File: src/rtl/act_ctl_pkg.sv
package act_ctl_pkg;

  typedef enum logic [1:0] {
    OWN_IDLE    = 2'b00,
    OWN_ACTIVE  = 2'b01,
    OWN_RELEASE = 2'b10
  } own_state_e;

endpackage

File: src/rtl/act_ctl_sync.sv
module act_ctl_sync #(
  parameter int STAGES = 2
) (
  input  logic clk,
  input  logic rst_n,
  input  logic grant_n,
  output logic rst_sync_n,
  output logic granted
);

  localparam int LAST = STAGES - 1;

  logic [1:0]      rst_pipe_q;
  logic [LAST:0]   gnt_pipe_q;

  // Reset asserts at once and is released on the clock.
  always_ff @(posedge clk or negedge rst_n) begin
    if (!rst_n) begin
      rst_pipe_q <= 2'b00;
    end else begin
      rst_pipe_q <= {rst_pipe_q[0], 1'b1};
    end
  end

  assign rst_sync_n = rst_pipe_q[1];

  generate
    for (genvar i = 0; i < STAGES; i++) begin : g_stage
      if (i == 0) begin : g_first
        always_ff @(posedge clk or negedge rst_sync_n) begin
          if (!rst_sync_n) begin
            gnt_pipe_q[0] <= 1'b0;
          end else begin
            gnt_pipe_q[0] <= ~grant_n;
          end
        end
      end else begin : g_next
        always_ff @(posedge clk or negedge rst_sync_n) begin
          if (!rst_sync_n) begin
            gnt_pipe_q[i] <= 1'b0;
          end else begin
            gnt_pipe_q[i] <= gnt_pipe_q[i-1];
          end
        end
      end
    end
  endgenerate

  assign granted = gnt_pipe_q[LAST];

endmodule

File: src/rtl/act_ctl_lock.sv
module act_ctl_lock (
  input  logic clk,
  input  logic rst_n,
  input  logic owning,
  input  logic access_busy,
  input  logic bus_lock_n,
  output logic lock_hold
);

  logic armed_q;
  logic armed_d;
  logic armed_en;

  // Arming needs an access under the lock; setting the bit disarms.
  always_comb begin
    armed_en = 1'b0;
    armed_d  = armed_q;
    if (bus_lock_n) begin
      armed_en = armed_q;
      armed_d  = 1'b0;
    end else if (owning && access_busy && !armed_q) begin
      armed_en = 1'b1;
      armed_d  = 1'b1;
    end
  end

  always_ff @(posedge clk or negedge rst_n) begin
    if (!rst_n) begin
      armed_q <= 1'b0;
    end else if (armed_en) begin
      armed_q <= armed_d;
    end
  end

  // The bit is looked at directly so that setting it frees the bus on the next edge.
  assign lock_hold = armed_q & ~bus_lock_n;

endmodule

File: src/rtl/act_ctl_fsm.sv
module act_ctl_fsm
  import act_ctl_pkg::*;
(
  input  logic       clk,
  input  logic       rst_n,
  input  logic       granted,
  input  logic       access_busy,
  input  logic       lock_hold,
  output own_state_e state
);

  own_state_e state_q;
  own_state_e state_d;
  logic       keep;

  always_comb begin
    keep    = granted | access_busy | lock_hold;
    state_d = state_q;
    unique case (state_q)
      OWN_IDLE:    if (granted) state_d = OWN_ACTIVE;
      OWN_ACTIVE:  if (!keep)   state_d = OWN_RELEASE;
      OWN_RELEASE:              state_d = OWN_IDLE;
      default:                  state_d = OWN_IDLE;
    endcase
  end

  always_ff @(posedge clk or negedge rst_n) begin
    if (!rst_n) begin
      state_q <= OWN_IDLE;
    end else begin
      state_q <= state_d;
    end
  end

  assign state = state_q;

endmodule

File: src/rtl/act_ctl_drive.sv
module act_ctl_drive
  import act_ctl_pkg::*;
#(
  parameter int CTRL_LINES = 4
) (
  input  own_state_e            state,
  output logic                  act,
  output logic                  addr_oe,
  output logic                  data_oe,
  output logic [CTRL_LINES-1:0] ctrl_oe,
  output logic [CTRL_LINES-1:0] ctrl_drive_hi
);

  logic owning;
  logic releasing;

  assign owning    = (state == OWN_ACTIVE);
  assign releasing = (state == OWN_RELEASE);

  assign act     = owning;
  assign addr_oe = owning;
  assign data_oe = owning;

  generate
    for (genvar k = 0; k < CTRL_LINES; k++) begin : g_line
      assign ctrl_oe[k]       = owning | releasing;
      assign ctrl_drive_hi[k] = releasing;
    end
  endgenerate

endmodule

File: src/rtl/bus_master_act.sv
module bus_master_act
  import act_ctl_pkg::*;
#(
  parameter int CTRL_LINES  = 4,
  parameter int SYNC_STAGES = 2
) (
  input  logic                  clk,
  input  logic                  rst_n,
  input  logic                  grant_n,
  input  logic                  access_busy,
  input  logic                  bus_lock_n,
  output logic                  act,
  output logic                  addr_oe,
  output logic                  data_oe,
  output logic [CTRL_LINES-1:0] ctrl_oe,
  output logic [CTRL_LINES-1:0] ctrl_drive_hi
);

  logic       rst_sync_n;
  logic       granted;
  logic       lock_hold;
  logic       owning;
  logic       busy_own;
  own_state_e state;

  act_ctl_sync #(.STAGES(SYNC_STAGES)) i_sync (
    .clk        (clk),
    .rst_n      (rst_n),
    .grant_n    (grant_n),
    .rst_sync_n (rst_sync_n),
    .granted    (granted)
  );

  assign owning   = (state == OWN_ACTIVE);
  assign busy_own = access_busy & owning;

  act_ctl_lock i_lock (
    .clk         (clk),
    .rst_n       (rst_sync_n),
    .owning      (owning),
    .access_busy (access_busy),
    .bus_lock_n  (bus_lock_n),
    .lock_hold   (lock_hold)
  );

  act_ctl_fsm i_fsm (
    .clk         (clk),
    .rst_n       (rst_sync_n),
    .granted     (granted),
    .access_busy (busy_own),
    .lock_hold   (lock_hold),
    .state       (state)
  );

  act_ctl_drive #(.CTRL_LINES(CTRL_LINES)) i_drive (
    .state         (state),
    .act           (act),
    .addr_oe       (addr_oe),
    .data_oe       (data_oe),
    .ctrl_oe       (ctrl_oe),
    .ctrl_drive_hi (ctrl_drive_hi)
  );

endmodule

File: config.mk
export PLATFORM = sky130hd
export DESIGN_NAME = bus_master_act
export DESIGN_NICKNAME = d
export VERILOG_FILES = /design/src/rtl/act_ctl_pkg.sv /design/src/rtl/act_ctl_sync.sv /design/src/rtl/act_ctl_lock.sv /design/src/rtl/act_ctl_fsm.sv /design/src/rtl/act_ctl_drive.sv /design/src/rtl/bus_master_act.sv
export SDC_FILE = /design/constraint.sdc
export NUM_CORES = 1
export LEC_CHECK = 0
export ABC_CLOCK_PERIOD_IN_PS = 3800
export CAP_MARGIN = 20
export CORE_AREA = 3 3 40 42
export CTS_CLUSTER_SIZE = 10
export DETAILED_ROUTE_END_ITERATION = 10
export DIE_AREA = 0 0 43 45
export PLACE_DENSITY = 0.65
export SYNTH_ARGS = -nofsm -noshare
export SYNTH_HDL_FRONTEND = slang
export SYNTH_SLANG_ARGS = --single-unit
File: constraint.sdc
create_clock -name clk -period 3.8 [get_ports clk]
set_clock_uncertainty 0.1 [all_clocks]
set_input_delay 0.76 -clock clk [delete_from_list [all_inputs] [get_ports clk]]
set_output_delay 0.76 -clock clk [all_outputs]
set_load 0.02 [all_outputs]
# Word level (Yosys, flattened, before mapping)
# Cells that the tools add are included.
# classes
n_bitwise	7
eq_ne	4
muxes	7
reduce_logical	7
# ops
op	count
2-to-1 mux 1 bit	4
2-to-1 mux 2 bit	2
inequality test 2 bit (second input constant)	2
one-hot mux 2 bit (2 select lines)	1
AND reduction 2 bit	2
OR 1 bit	3
bitwise AND 1 bit	2
equality test 2 x 1 -> 1 bit (second input constant)	1
equality test 2 bit (second input constant)	1
logical AND 1 bit	2
zero test 2 bit	1
NOT 1 bit	2
nonzero test 2 bit	1
zero test 1 bit	1
# totals
register_bits	7
inputBits	5
word_cells	30

# Depth between registers and ports, before layout
# Gate-level depths: netlist (run 1).
# logic_depth
word_depth	6
depth_mapped	5
depth_no_buf	5

# Cells and area by module
# A second synthesis (run 1) with hierarchy kept.
# unflattened
cells_unflattened	33
area_unflattened_um2	345.3
# by_module_without_submodules
mod	seq_area_each_um2	cells_per_inst	n_inst	area_per_inst_um2
act_ctl_sync	100.1	6	1	107.6
act_ctl_drive	0.0	14	1	103.8
act_ctl_fsm	50.0	7	1	76.3
act_ctl_lock	25.0	4	1	42.5
bus_master_act	0.0	2	1	15.0

# Worst setup path after synthesis (run 1)
# No wires, ideal clock.
# synth_timing
kind	reg-to-output
startpoint	reg i_fsm.state_q[0] (netlist: i_fsm.state[0])
endpoint	out ctrl_oe[1]
arrival_ns	1.056
n_path_buf	1
slack_ns	1.884
path_stages_with_launch	4
cell_sequence	dfrtp_1 > inv_1 > ha_1 > buf_4
# synth_via
elab_chain_cells	2
# synth_lines
item	line	text
start, declared	act_ctl_fsm.sv:12	own_state_e state_q;
start signal, assigned	act_ctl_fsm.sv:31	state_q <= state_d;
equality test 2 x 1 -> 1 bit or equality test 2 bit (tied branches)	act_ctl_drive.sv:17, act_ctl_drive.sv:18	
OR 1 bit *	n/a	
end, declared	bus_master_act.sv:15	output logic [CTRL_LINES-1:0] ctrl_oe,
# Every way passes the cells marked *; elsewhere a longest branch is shown, timed or not.

# Worst setup path in the final report (run 1)
# layout_timing
startpoint	reg i_fsm.state_q[1] (netlist: i_fsm.state[1])
endpoint	out act
# layout_via
elab_chain_cells	1
# layout_lines
item	line	text
equality test 2 x 1 -> 1 bit	act_ctl_drive.sv:17	assign owning = (state == OWN_ACTIVE);
end, declared	bus_master_act.sv:12	output logic act,
# No other way between the ends.

==> results.py, run 1 <==
metrics = {
    "grt": {
        "number_of_antenna_violations_at_the_first_check_in_global_routing": 0,
        "global_route.overflow_total": 0,
        "grt_util_all_layers": 0.07336,
        "grt_pass1_wl_um": 1055,
        "vias_in_the_first_global_route": 280,
        "grt_start_max_net_pins": 9,
    },
    "worst_setup_path": {
        "crit_arrival_ns": 1.70,
        "critPathKind": "reg2out",
        "start_kind": "register",
        "cp.required_ns": 2.94,
        "worstSetupEndpointType": "output port",
        "crit_path_max_fanout": 8,
    },
    "pwr": {
        "pwr_density_cell_nw_per_um2": 930.6,
        "power.ir.vdd_worst_mv": 0.3402,
        "p_leak_nw": 0.2363,
        "power.total_mw": 0.5146,
    },
    "floorplan": {
        "die-width_um": 43,
        "dieHeight_um": 45,
        "pin_count": 16,
        "die-area_sq_um": 1935,
        "initial_utilization": 0.3233,
        "num_rows": 13,
        "fp.coreArea_sq_um": 1285,
    },
    "yosys": {
        "syn_nets": 49,
        "syn_area_per_cell_sq_um": 10.65,
        "sequential_area_share_after_synthesis": 0.4217,
        "cells_after_synth": 39,
        "synth_seq_cells": 7,
        "yosysUniqueCellTypes": 14,
        "ys_warn_count": 0,
        "netlist_area_sq_um": 415.4,
    },
    "timing": {
        "rsz_0062_raised_after_global_routing": "false",
        "setup_ws_ns": 1.238,
        "timing.final.crit_share": 0.6742,
        "hold_viol_final": 0,
        "timing.fmax_ghz": 0.3903,
        "final_period_minus_worst_setup_slack_ns": 2.562,
        "timing.final.max_slew_violations": 0,
        "setup_total_negative_slack_ns": 0,
        "report.final.setup_viol": 0,
        "final_hold_slack_ns": 0.2503,
    },
    "detailed_routing": {
        "route.met3.wl_um": 47,
        "routed-via-count": 297,
        "wirelength_met1_um": 226,
        "avgViaCountPerCell": 4.569,
        "totalWireLength_um": 597,
        "dr_wl_met2_um": 323,
        "drt_iter0_markers": 2,
        "wl_per_cell_um": 9.185,
        "postRouteAntennaNets": 0,
        "detail_route.first_pass.iterations": 2,
        "top_layer": "met3",
        "post-route-drc-count": 0,
    },
    "layout": {
        "layout.filler_cells": 137,
        "final_layout_size_suffix_gt1_frac": 0.06000,
        "diodes": 0,
        "instances_no_fill": 65,
        "final_design_area_no_fill_sq_um": 553.0,
        "multiInputGateArea_sq_um": 161.4,
        "finish.net_count": 61,
        "flow.area_growth_from_synthesis_pct": 33.13,
        "final_util": 0.4304,
        "seq_area_sq_um": 175.2,
    },
    "place": {
        "post-dp-hpwl_um": 521.7,
        "place_area_sq_um": 516.7,
        "post-place-ws_ns": 1.493,
        "io_buffers": 15,
        "placed_cells_incl_taps": 60,
        "place_congestion": 0.6293,
    },
    "min_path": {
        "hold_path.class": "reg2reg",
    },
    "cts": {
        "clkSlewWorstSetupHoldPaths_ns": 0.05,
        "cts_tree": "built",
        "number_of_levels_in_the_clock_h_tree": 1,
        "clk_root_buf": "clkbuf_4",
        "clock_sinks": 7,
        "clock_latency_ns": 0.24,
        "cts_post_setup_buffers_inserted": 0,
        "clockBufferDepth": 2,
        "num_cts_buffers": 3,
    },
    "outcome": {
        "status": "complete, no violations",
    },
    "job": {
        "maxCapViolations": 0,
    },
}
state kept, by name, indices dropped and copies added, names as in the netlist:
signal and count:
i_sync.gnt_pipe_q 1, i_fsm.state 2, i_lock.armed_q 1, i_sync.granted 1, i_sync.rst_pipe_q 2
worst paths after layout:
path                                                      from                             end  slack (ns)  cells after the start
worst max-delay path                i_fsm.state[1]$_DFFE_PN0P_                             act        1.24                      3
min in group asynchronous       i_sync.rst_pipe_q[1]$_DFF_PN0_      i_fsm.state[0]$_DFFE_PN0P_        0.50                      1
worst max register to register      i_fsm.state[1]$_DFFE_PN0P_      i_fsm.state[0]$_DFFE_PN0P_        2.47                      4
worst min-delay path            i_sync.rst_pipe_q[0]$_DFF_PN0_  i_sync.rst_pipe_q[1]$_DFF_PN0_        0.25                      0
worst min register to register  i_sync.rst_pipe_q[0]$_DFF_PN0_  i_sync.rst_pipe_q[1]$_DFF_PN0_        0.25                      0
max in group asynchronous                                rst_n  i_sync.rst_pipe_q[0]$_DFF_PN0_        2.90                      1
layer usage:
metal / track usage / vias to the layer above
li1: - / 151
met1: 0.07500 / 136
met2: 0.1257 / 10
met3: 0.03586 / 0
met4: 0.03614 / 0
met5: 0 / -
Yosys cell counts:
cell type | number | area, sq um
nor2b_1 | 1 | 6.260
dfrtp_1 | 7 | 175.2
or2b_1 | 1 | 7.510
ha_1 | 5 | 62.56
buf_4 | 9 | 67.56
o2111ai_1 | 2 | 17.52
nand3b_1 | 2 | 15.01
conb_1 | 1 | 3.750
nand4_1 | 2 | 12.51
nand2b_1 | 1 | 6.260
nor2_1 | 2 | 7.510
a21oi_1 | 1 | 5.000
o311ai_0 | 2 | 17.52
inv_1 | 3 | 11.26
cell usage in the layout (no fill, tap or decap), types with 2 or more instances in the layout:
cell type / netlist / final
ha_1: 5 / 5
nand3b_1: 2 / 2
dfrtp_1: 7 / 7
nor2_1: 2 / 2
nand4_1: 2 / 2
clkbuf_4: 0 / 3
inv_1: 3 / 3
o311ai_0: 2 / 2
o2111ai_1: 2 / 2
clkdlybuf4s50_1: 0 / 15
cell type report:
class	instances	area share
Timing Repair Buffer	16	0.2896
Clock buffer	4	0.04751
Sequential cell	7	0.3167
Inverter	3	0.02036
Multi-Input combinational cell	20	0.2919
Tap cell	15	0.03394
cell families after synthesis:
group | after synthesis | synth area share
buffers and inverters | 12 | 0.1897
AND/OR/NAND/NOR | 9 | 0.1325
flip-flops | 7 | 0.4217
AO/OA/AOI/OAI | 5 | 0.09639
adder cells (fa/ha/maj) | 5 | 0.1506
other | 1 | 0.009027
timing repair:
action / CTS / global route
hold buffers: 1 / 0
gates resized for setup: 0 / 0
hold endpoints to repair: 5 / 0
report_power, final:
group | switching [mW] | internal, mW | total [mW]
clock network | 0.0231 | 0.0398 | 0.0629
registers | 0.0112 | 0.0904 | 0.102
logic | 0.184 | 0.166 | 0.350
total | 0.218 | 0.297 | 0.515
worst max-delay path: stages, from the launching register on:
cell             delay (ns)
dfrtp_1                0.39
inv_1                  0.14
ha_1                   0.29
clkdlybuf4s50_1        0.64
Note: power is estimated with default switching activity, not from simulation.
==> inputs of run 2 (changes only) <==
- ABC_CLOCK_PERIOD_IN_PS: 3800 -> 2400
- clock period: 3.8 -> 2.4 ns (I/O delays scaled with it)
==> results.py, run 2 (synthesis results as in run 1) <==
metrics = {
    "outcome": {
        "status": "complete, no violations",
    },
    "layout": {
        "diodes": 0,
        "seq_area_sq_um": 175.2,
        "layout.filler_cells": 136,
        "final_common_cell": "clkdlybuf4s50_1",
        "multiInputGateArea_sq_um": 163.9,
        "flow.area_growth_from_synthesis_pct": 33.74,
        "final_layout_size_suffix_gt1_frac": 0.08000,
        "final_design_area_no_fill_sq_um": 555.5,
        "finish.net_count": 61,
        "layout_common_cells": "15 x clkdlybuf4s50_1, 7 x dfrtp_1, 4 x ha_1",
    },
    "worst_setup_path": {
        "crit_arrival_ns": 1.69,
        "worstSetupEndpointType": "output port",
        "rr_startpoint": "i_fsm.state[0]$_DFFE_PN0P_",
        "ff2ff_path_depth": 5,
        "cp.required_ns": 1.82,
        "crit_path_max_fanout": 4,
        "start_kind": "register",
        "rrSetupSlack_ns": 1.06,
        "critPathKind": "reg2out",
        "worst_r2r_endpoint": "i_fsm.state[0]$_DFFE_PN0P_",
        "crit_start": "i_fsm.state[0]$_DFFE_PN0P_",
    },
    "floorplan": {
        "die-area_sq_um": 1935,
        "initial_utilization": 0.3233,
        "num_rows": 13,
        "fp.coreArea_sq_um": 1285,
        "die-width_um": 43,
        "pin_count": 16,
        "dieHeight_um": 45,
    },
    "job": {
        "maxCapViolations": 0,
    },
    "detailed_routing": {
        "routed-via-count": 297,
        "wl_per_cell_um": 9.215,
        "totalWireLength_um": 599,
        "detail_route.first_pass.iterations": 2,
        "avgViaCountPerCell": 4.569,
        "postRouteAntennaNets": 0,
        "post-route-drc-count": 0,
        "drt_iter0_markers": 2,
    },
    "cts": {
        "number_of_levels_in_the_clock_h_tree": 1,
        "clock_latency_ns": 0.24,
        "clockBufferDepth": 2,
        "cts_post_setup_buffers_inserted": 0,
        "clkSlewWorstSetupHoldPaths_ns": 0.05,
        "num_cts_buffers": 3,
        "clk_root_buf": "clkbuf_4",
        "cts_tree": "built",
        "clock_sinks": 7,
    },
    "place": {
        "io_buffers": 15,
        "place_congestion": 0.6292,
        "place_area_sq_um": 516.7,
        "post-dp-hpwl_um": 521.7,
    },
    "min_path": {
        "whs_path_depth": 0,
        "holdCritStartpoint": "i_sync.rst_pipe_q[0]$_DFF_PN0_",
        "hold_path.class": "reg2reg",
        "timing.hold.worst_endpoint": "i_sync.rst_pipe_q[1]$_DFF_PN0_",
    },
    "grt": {
        "grt_start_max_net_pins": 9,
        "grt_util_all_layers": 0.07336,
        "global_route.overflow_total": 0,
        "grt_pass1_wl_um": 1055,
        "number_of_antenna_violations_at_the_first_check_in_global_routing": 0,
        "vias_in_the_first_global_route": 280,
    },
    "timing": {
        "final_hold_slack_ns": 0.2503,
        "timing.fmax_ghz": 0.4398,
        "rsz_0062_raised_after_global_routing": "false",
        "hold_viol_final": 0,
        "final_period_minus_worst_setup_slack_ns": 2.274,
        "timing.final.max_slew_violations": 0,
        "report.final.setup_viol": 0,
        "timing.final.crit_share": 0.9475,
        "setup_total_negative_slack_ns": 0,
    },
    "pwr": {
        "power.total_mw": 0.8182,
        "pwr_density_cell_nw_per_um2": 1473,
        "p_leak_nw": 0.2349,
        "power.ir.vdd_worst_mv": 0.5392,
    },
}
run 2: cell counts in the layout (fill, tap and decap cells not counted):
Identical to the previous run, type by type.
run 2: final cells by class:
type / instances / share of cell area
clock buffers: 4 / 0.04730
flip-flops and latches: 7 / 0.3153
inverters: 3 / 0.02027
repair buffers: 16 / 0.2883
multi-input cells: 20 / 0.2950
well taps: 15 / 0.03378
run 2: critical path, stage by stage, from the launching register on:
cell	delay (ns)
dfrtp_1	0.39
inv_1	0.11
ha_1	0.34
clkdlybuf4s50_1	0.62
run 2: metal layers:
layer,share of wire,global-route usage,up-vias
li1,-,-,150
met1,0.38,0.07500,137
met2,0.54,0.1257,10
met3,0.078,0.03586,0
met4,0,0.03614,0
met5,0,0,-
run 2: power breakdown:
part           switching (mW)  internal (mW)
Clock                  0.0366         0.0630
Combinational           0.292          0.266
Sequential             0.0181          0.143
Total                   0.346          0.472
run 2: metrics by stage:
stage / util / cells / worst slack, ns
finish: 0.4323 / 65 / 0.1260
floorplan: - / 39 / 0.7644
global route: 0.4323 / 65 / 0.02636
global placement: 0.4021 / 60 / 0.3903
CTS: 0.4304 / 65 / 0.1080
detailed placement: 0.4021 / 60 / 0.3731
run 2: worst max path at each step:
| stage | to | cells past startpoint |
|---|---|---|
| global route | ctrl_oe[1] | 3 |
| global placement | ctrl_oe[3] | 3 |
| CTS | act | 3 |
| finish | ctrl_oe[2] | 3 |
| floorplan | ctrl_oe[1] | 3 |
| detailed placement | act | 3 |
run 2: timing repair:
item	in CTS	in global routing
hold endpoints to repair	5	0
endpoints found under the setup margin	0	1
hold buffers	1	0
resized for setup	0	1
